$ cat src/rtl/brd_regs_pkg.sv
package brd_regs_pkg;
  localparam int NUM_PLAIN = 8;
  localparam logic [7:0] PLAIN_OFS [NUM_PLAIN] =
    '{8'h10, 8'h14, 8'h40, 8'h60, 8'h80, 8'h84, 8'h88, 8'h90};
  localparam logic [7:0] OFS_EN    = 8'hC0;
  localparam logic [7:0] OFS_PEND  = 8'hD0;
  localparam logic [7:0] OFS_SOCK0 = 8'hE0;
  localparam logic [7:0] OFS_SOCK1 = 8'hE4;
  localparam logic [31:0] IRQ_WMASK = 32'h000FEEFF;
  localparam int SOCK_WBITS = 5;
  localparam int SOCK_CD_BIT = 5;
  localparam int SOCK_RDY_BIT = 10;
endpackage

$ cat src/rtl/brd_sync.sv
module brd_sync #(
  parameter int WIDTH  = 16,
  parameter int STAGES = 2
) (
  input  logic             clk,
  input  logic             rst,
  input  logic [WIDTH-1:0] d,
  output logic [WIDTH-1:0] q
);
  logic [WIDTH-1:0] stg [STAGES];

  always_ff @(posedge clk) begin
    if (rst) begin
      for (int s = 0; s < STAGES; s++) stg[s] <= '0;
    end else begin
      stg[0] <= d;
      for (int s = 1; s < STAGES; s++) stg[s] <= stg[s-1];
    end
  end

  assign q = stg[STAGES-1];
endmodule

$ cat src/rtl/brd_irq_core.sv
module brd_irq_core #(
  parameter int NUM_IRQ = 16,
  parameter int DW      = 32,
  parameter logic [31:0] WMASK = 32'h000FEEFF
) (
  input  logic               clk,
  input  logic               rst,
  input  logic [NUM_IRQ-1:0] irq_s,
  input  logic               en_we,
  input  logic               pend_we,
  input  logic [DW-1:0]      wdata,
  output logic [DW-1:0]      en_q,
  output logic [DW-1:0]      pend_q,
  output logic               irq_o
);
  localparam logic [DW-1:0] MASK = DW'(WMASK);

  logic [DW-1:0] hw_set;
  logic [DW-1:0] pend_base;

  assign hw_set    = DW'(irq_s) & en_q;
  assign pend_base = pend_we ? (wdata & MASK) : pend_q;

  always_ff @(posedge clk) begin
    if (rst) begin
      en_q   <= '0;
      pend_q <= '0;
      irq_o  <= 1'b0;
    end else begin
      if (en_we) en_q <= wdata & MASK;
      pend_q <= pend_base | hw_set;
      irq_o  <= |(pend_q & en_q);
    end
  end


  pend_gate_chk: assert property (@(posedge clk) disable iff (rst)
    !pend_we |=> ((pend_q & ~$past(pend_q) & ~$past(en_q)) == '0));


  irq_idle_chk: assert property (@(posedge clk) disable iff (rst)
    (((pend_q & en_q) == '0) && $past((pend_q & en_q) == '0)) |-> !irq_o);


  hw_wins_chk: assert property (@(posedge clk) disable iff (rst)
    pend_we |=> ((pend_q & $past(hw_set)) == $past(hw_set)));
endmodule

$ cat src/rtl/brd_ctrl_regs.sv
module brd_ctrl_regs
  import brd_regs_pkg::*;
#(
  parameter int AW = 8,
  parameter int DW = 32,
  parameter int NUM_IRQ = 16,
  parameter int CD_SRC0 = 9,
  parameter int CD_SRC1 = 13
) (
  input  logic               clk,
  input  logic               rst,
  input  logic [NUM_IRQ-1:0] irq_s,
  input  logic [AW-1:0]      addr,
  input  logic               wr_en,
  input  logic [DW-1:0]      wdata,
  output logic [DW-1:0]      plain_rd,
  output logic               plain_hit,
  output logic [DW-1:0]      sock_rd [2]
);
  logic [DW-1:0] plain_q [NUM_PLAIN];

  always_ff @(posedge clk) begin
    if (rst) begin
      for (int k = 0; k < NUM_PLAIN; k++) plain_q[k] <= '0;
    end else if (wr_en) begin
      for (int k = 0; k < NUM_PLAIN; k++)
        if (addr == AW'(PLAIN_OFS[k])) plain_q[k] <= wdata;
    end
  end

  always_comb begin
    plain_rd  = '0;
    plain_hit = 1'b0;
    for (int k = 0; k < NUM_PLAIN; k++) begin
      if (addr == AW'(PLAIN_OFS[k])) begin
        plain_rd  = plain_q[k];
        plain_hit = 1'b1;
      end
    end
  end

  for (genvar i = 0; i < 2; i++) begin : g_sock
    localparam int SRC = (i == 0) ? CD_SRC0 : CD_SRC1;
    localparam logic [AW-1:0] OFS = (i == 0) ? AW'(OFS_SOCK0) : AW'(OFS_SOCK1);
    logic [SOCK_WBITS-1:0] ctl_q;
    logic                  cd_n_q;

    always_ff @(posedge clk) begin
      if (rst) begin
        ctl_q  <= '0;
        cd_n_q <= 1'b1;
      end else begin
        if (wr_en && addr == OFS) ctl_q <= wdata[SOCK_WBITS-1:0];
        cd_n_q <= ~irq_s[SRC];
      end
    end

    always_comb begin
      sock_rd[i] = '0;
      sock_rd[i][SOCK_WBITS-1:0] = ctl_q;
      sock_rd[i][SOCK_CD_BIT]    = cd_n_q;
      sock_rd[i][SOCK_RDY_BIT]   = 1'b1;
    end


    cd_follow_chk: assert property (@(posedge clk) disable iff (rst)
      $past(irq_s[SRC]) |-> !sock_rd[i][SOCK_CD_BIT]);
  end
endmodule

$ cat src/rtl/brd_irq_regs.sv
module brd_irq_regs
  import brd_regs_pkg::*;
#(
  parameter int AW = 8,
  parameter int DW = 32,
  parameter int NUM_IRQ = 16,
  parameter int SYNC_STAGES = 2
) (
  input  logic               clk,
  input  logic               rst,
  input  logic [NUM_IRQ-1:0] irq_in,
  input  logic [AW-1:0]      addr,
  input  logic               wr_en,
  input  logic [DW-1:0]      wdata,
  input  logic               rd_en,
  output logic [DW-1:0]      rdata,
  output logic               irq
);
  logic [NUM_IRQ-1:0] irq_s;
  logic [DW-1:0] en_q, pend_q, plain_rd, rd_mux;
  logic [DW-1:0] sock_rd [2];
  logic plain_hit;

  brd_sync #(.WIDTH(NUM_IRQ), .STAGES(SYNC_STAGES)) u_sync (
    .clk(clk), .rst(rst), .d(irq_in), .q(irq_s)
  );

  brd_irq_core #(.NUM_IRQ(NUM_IRQ), .DW(DW), .WMASK(IRQ_WMASK)) u_core (
    .clk(clk), .rst(rst), .irq_s(irq_s),
    .en_we(wr_en && addr == AW'(OFS_EN)),
    .pend_we(wr_en && addr == AW'(OFS_PEND)),
    .wdata(wdata), .en_q(en_q), .pend_q(pend_q), .irq_o(irq)
  );

  brd_ctrl_regs #(.AW(AW), .DW(DW), .NUM_IRQ(NUM_IRQ)) u_ctrl (
    .clk(clk), .rst(rst), .irq_s(irq_s), .addr(addr), .wr_en(wr_en),
    .wdata(wdata), .plain_rd(plain_rd), .plain_hit(plain_hit),
    .sock_rd(sock_rd)
  );

  always_comb begin
    rd_mux = '0;
    if (plain_hit)                   rd_mux = plain_rd;
    else if (addr == AW'(OFS_EN))    rd_mux = en_q;
    else if (addr == AW'(OFS_PEND))  rd_mux = pend_q;
    else if (addr == AW'(OFS_SOCK0)) rd_mux = sock_rd[0];
    else if (addr == AW'(OFS_SOCK1)) rd_mux = sock_rd[1];
  end

  always_ff @(posedge clk) begin
    if (rst) rdata <= '0;
    else     rdata <= rd_en ? rd_mux : '0;
  end


  rd_idle_chk: assert property (@(posedge clk) disable iff (rst)
    !$past(rd_en) |-> (rdata == '0));
endmodule

$ cat config.mk
export PLATFORM = sky130hd
export DESIGN_NAME = brd_irq_regs
export DESIGN_NICKNAME = d
export VERILOG_FILES = /design/src/rtl/brd_regs_pkg.sv /design/src/rtl/brd_sync.sv /design/src/rtl/brd_irq_core.sv /design/src/rtl/brd_ctrl_regs.sv /design/src/rtl/brd_irq_regs.sv
export SDC_FILE = /design/constraint.sdc
export NUM_CORES = 1
export LEC_CHECK = 0
export ABC_AREA = 1
export CAP_MARGIN = 5
export CORE_AREA = 2 2 169 171
export DETAILED_ROUTE_END_ITERATION = 10
export DIE_AREA = 0 0 171 173
export PLACE_DENSITY = 0.79
export SLEW_MARGIN = 25
export SYNTH_ARGS = -nofsm -noshare
export SYNTH_HDL_FRONTEND = slang
export SYNTH_SLANG_ARGS = --single-unit
$ cat constraint.sdc
create_clock -name clk -period 5.7 [get_ports clk]
set_clock_uncertainty 0.1 [all_clocks]
set_input_delay 1.425 -clock clk [delete_from_list [all_inputs] [get_ports clk]]
set_output_delay 1.425 -clock clk [all_outputs]
set_load 0.005 [all_outputs]
==> impl_metrics.py <==
metrics = {
    "global_routing": {
        "globalRouteOverflowTotal": 0,
        "antenna_found_initial": 0,
        "grt_pass1_vias": 11299,
        "grt_util_all_layers_pct": 26.26,
        "grt_max_degree": 77,
        "grt_pass1_wl_mm": 59.69,
    },
    "floorplanning": {
        "initial_core_util_pct": 54.77,
        "chipHeight_um": 173,
        "rows": 61,
        "die_x_um": 171,
        "core_region_area_um2": 27630,
        "die_area_um2": 29580,
        "io_pins": 93,
    },
    "clocking": {
        "cts.path.max_buffers": 3,
        "cts_buffers": 37,
        "insertion_delay_ps": 520,
        "cts_tree": "yes",
        "post_cts_buffers": 0,
        "hold_buffers": 0,
        "htree_levels": 2,
        "cts-resized-gates": 0,
        "path_clk_slew_ps": 60,
        "cts-root-buf": "clkbuf_16",
        "clock_sinks": 365,
    },
    "routing": {
        "first_iter_violations": 1367,
        "drt_drc_violations_left": 0,
        "routedWlPerCell_um": 18.77,
        "wl_mm": 38.70,
        "num_vias": 11502,
        "drt_first_pass_iters": 6,
        "via_per_inst": 5.581,
        "ant_nets": 0,
    },
    "sta": {
        "hold_viol": 0,
        "final.min_clock_period_ps": 4190,
        "slew_violations": 0,
        "rsz0062_at_grt": "false",
        "setup_ws_ps": 1510,
        "tightest_slew_ps": 922.8,
        "max_freq_mhz": 238.6,
        "setup_violations": 0,
        "tns_ps": 0,
        "fin_crit_sh_pct": 73.51,
        "max_slew_margin_pct": 38.25,
    },
    "layout": {
        "antenna_cells": 0,
        "multi_input_area_um2": 4219,
        "layout.nets": 1716,
        "fill_cells": 2181,
        "syn_to_final_growth_pct": 15.92,
        "seqCellArea_um2": 9869,
        "drive_gt1_share_pct": 6.774,
    },
    "yosys": {
        "synth_seq_cells": 365,
        "synth_edf_count": 256,
        "yosysSeqAreaShare_pct": 65.22,
        "synthFlopType": "edfxtp_1",
        "async_reset_ff_share_pct": 0,
        "avgSynthCellArea_um2": 9.627,
        "synth_nets": 1632,
        "ys_types": 37,
        "synthCells": 1572,
        "synthesis.yosys.warnings": 0,
        "syn_area_um2": 15130,
    },
    "critical_path": {
        "cp_num_buf_inv": 3,
        "crit_required_ps": 5760,
        "worstPathMaxFanout": 33,
        "critPathMostFrequentCell": "nand2_1",
        "end_kind": "flop",
        "worstPathArrival_ps": 4250,
        "slowest_stage": "or2_2",
        "critPathMaxStageDelay_ps": 660,
        "worstSetupPathType": "input port to flop",
        "crit_family": "simple AND/OR/NAND/NOR gates",
        "crit_path_cell_trace": "clkdlybuf4s50_1, inv_2, nand2_1, nor2_4, nand4_1, or2_2, nand2_1, buf_4",
        "startpoint_type": "input port",
    },
    "power": {
        "peakVddDrop_uv": 173.3,
        "cellPowerDensity_nw_per_um2": 308.4,
        "p_leak_nw": 6.785,
    },
    "place": {
        "place_hpwl_mm": 23.93,
        "gp_congestion": 0.9436,
        "place_ws_ps": 1004,
        "portBuffers": 90,
    },
    "run": {
        "drv_cap": 0,
    },
    "min_path": {
        "hold_path.class": "flop to flop",
    },
    "outcome": {
        "status": "complete, no violations",
    },
}
cell usage in the layout (no fill, tap or decap), drive strengths merged:
cell           synthesis  final
a31oi                  1      1
buf                   41     31
nor3b                  2      2
or2                    5      5
a211oi                 1      1
o211ai                 6      6
a221oi                 3      3
o2111ai                3      3
nand3                141    141
a32o                   4      4
nor2                 378    378
nand2                221    221
nand3b                 2      2
edfxtp               256    256
o21ai                 47     47
clkdlybuf4s50          0     89
o22ai                 13     13
dfxtp                109    109
nor3                   3      3
clkbuf                34     51
a21oi                 59     59
a22oi                  9      9
o221ai                 2      2
inv                  199    199
nand4                 32     32
nor4                   1      1
clkinv                 0     15
cells by family (layout without fill, tap and decap cells):
family	Yosys count	after routing	share of synthesized area [%]
buffers and inverters	274	385	7.119
AOI/OAI and AO/OA	148	148	5.606
DFF	365	365	65.22
and+or+nand+nor	785	785	22.06
power by group:
group          switching [W]  total [W]  internal (W)  leakage [nW]
clock               0.000956    0.00220       0.00124         0.533
sequential         0.0000332    0.00299       0.00295          3.32
combinational       0.000163   0.000228     0.0000654          2.93
layer usage:
layer	track usage (%)	vias up	wire length, um
li1	-	5346	-
met1	32.05	5389	14090
met2	44.81	652	19320
met3	4.623	115	3552
met4	12.92	0	1732
met5	0	-	0
cell usage after synthesis (2+ instances only):
library cell / n / area (um2)
nand2_2: 8 / 50.05
a21oi_1: 59 / 295.3
inv_1: 193 / 724.4
dfxtp_1: 109 / 2182
nand3b_1: 2 / 15.01
o22ai_1: 13 / 81.33
buf_2: 19 / 95.09
nand2_1: 213 / 799.5
nor2_4: 5 / 56.30
or2_2: 5 / 31.28
buf_1: 17 / 63.81
clkbuf_1: 34 / 127.6
o221ai_1: 2 / 17.52
a22oi_1: 9 / 67.56
nand3_1: 139 / 695.7
buf_4: 4 / 30.03
inv_2: 5 / 18.77
nor2_1: 366 / 1374
nand4_1: 32 / 200.2
o21ai_1: 7 / 35.03
o2111ai_1: 3 / 26.28
nand3_2: 2 / 20.02
edfxtp_1: 256 / 7687
o21ai_0: 40 / 200.2
o211ai_1: 6 / 45.04
nor3b_1: 2 / 15.01
nor2_2: 7 / 43.79
a32o_1: 4 / 40.04
a221oi_1: 3 / 26.28
cell type report:
cell class	instances	share of cell area [%]
well taps	378	2.696
clock inverters	15	0.4351
repair buffers	120	6.533
inverters	199	4.272
flip-flops and latches	365	56.26
multi-input cells	933	24.05
clock buffers	51	5.756
through the flow:
step / cell area, um2 / std cells / total power (W) / hold WS (ps) / utilization [%]
2_1_floorplan: 15130 / 1572 / 0.003147 / 266.2 / -
3_3_place_gp: 16460 / 1995 / 0.003258 / 291.9 / 59.56
3_5_place_dp: 16460 / 1995 / 0.003267 / 292.9 / 59.56
4_1_cts: 17540 / 2061 / 0.005425 / 300.8 / 63.50
5_1_grt: 17540 / 2061 / 0.005556 / 312.8 / 63.50
6_report: 17540 / 2061 / 0.005411 / 299.3 / 63.50
tightest hold or removal path: cells and delay by family, from the launching register on:
kind                   cells  cell delay (ps)
flip-flops                 1              290
AND/OR/NAND/NOR            1               30
buffers and inverters      1               40
sequential cells by signal, summed over array words and instances, names as in the netlist:
| name | count |
|---|---|
| u_ctrl.plain_q | 256 |
| u_core.en_q | 18 |
| u_core.pend_q | 18 |
| u_core.irq_o | 1 |
| u_ctrl.g_sock.ctl_q | 10 |
| rdata | 32 |
| u_sync.stg | 28 |
| u_ctrl.g_sock.cd_n_q | 2 |
path summary, 6_finish.rpt:
path | slack (ps) | to | cells past startpoint | from
setup / recovery | 1510 | u_ctrl.plain_q[0][66] | 8 | addr[2]
hold / removal | 300 | u_sync.stg[0][21] | 2 | u_sync.stg[0][5]
setup reg to reg | 4390 | rdata[6] | 6 | u_ctrl.plain_q[0][6]
hold reg to reg | 300 | u_sync.stg[0][21] | 2 | u_sync.stg[0][5]
Power figures use the tool's default switching activity.
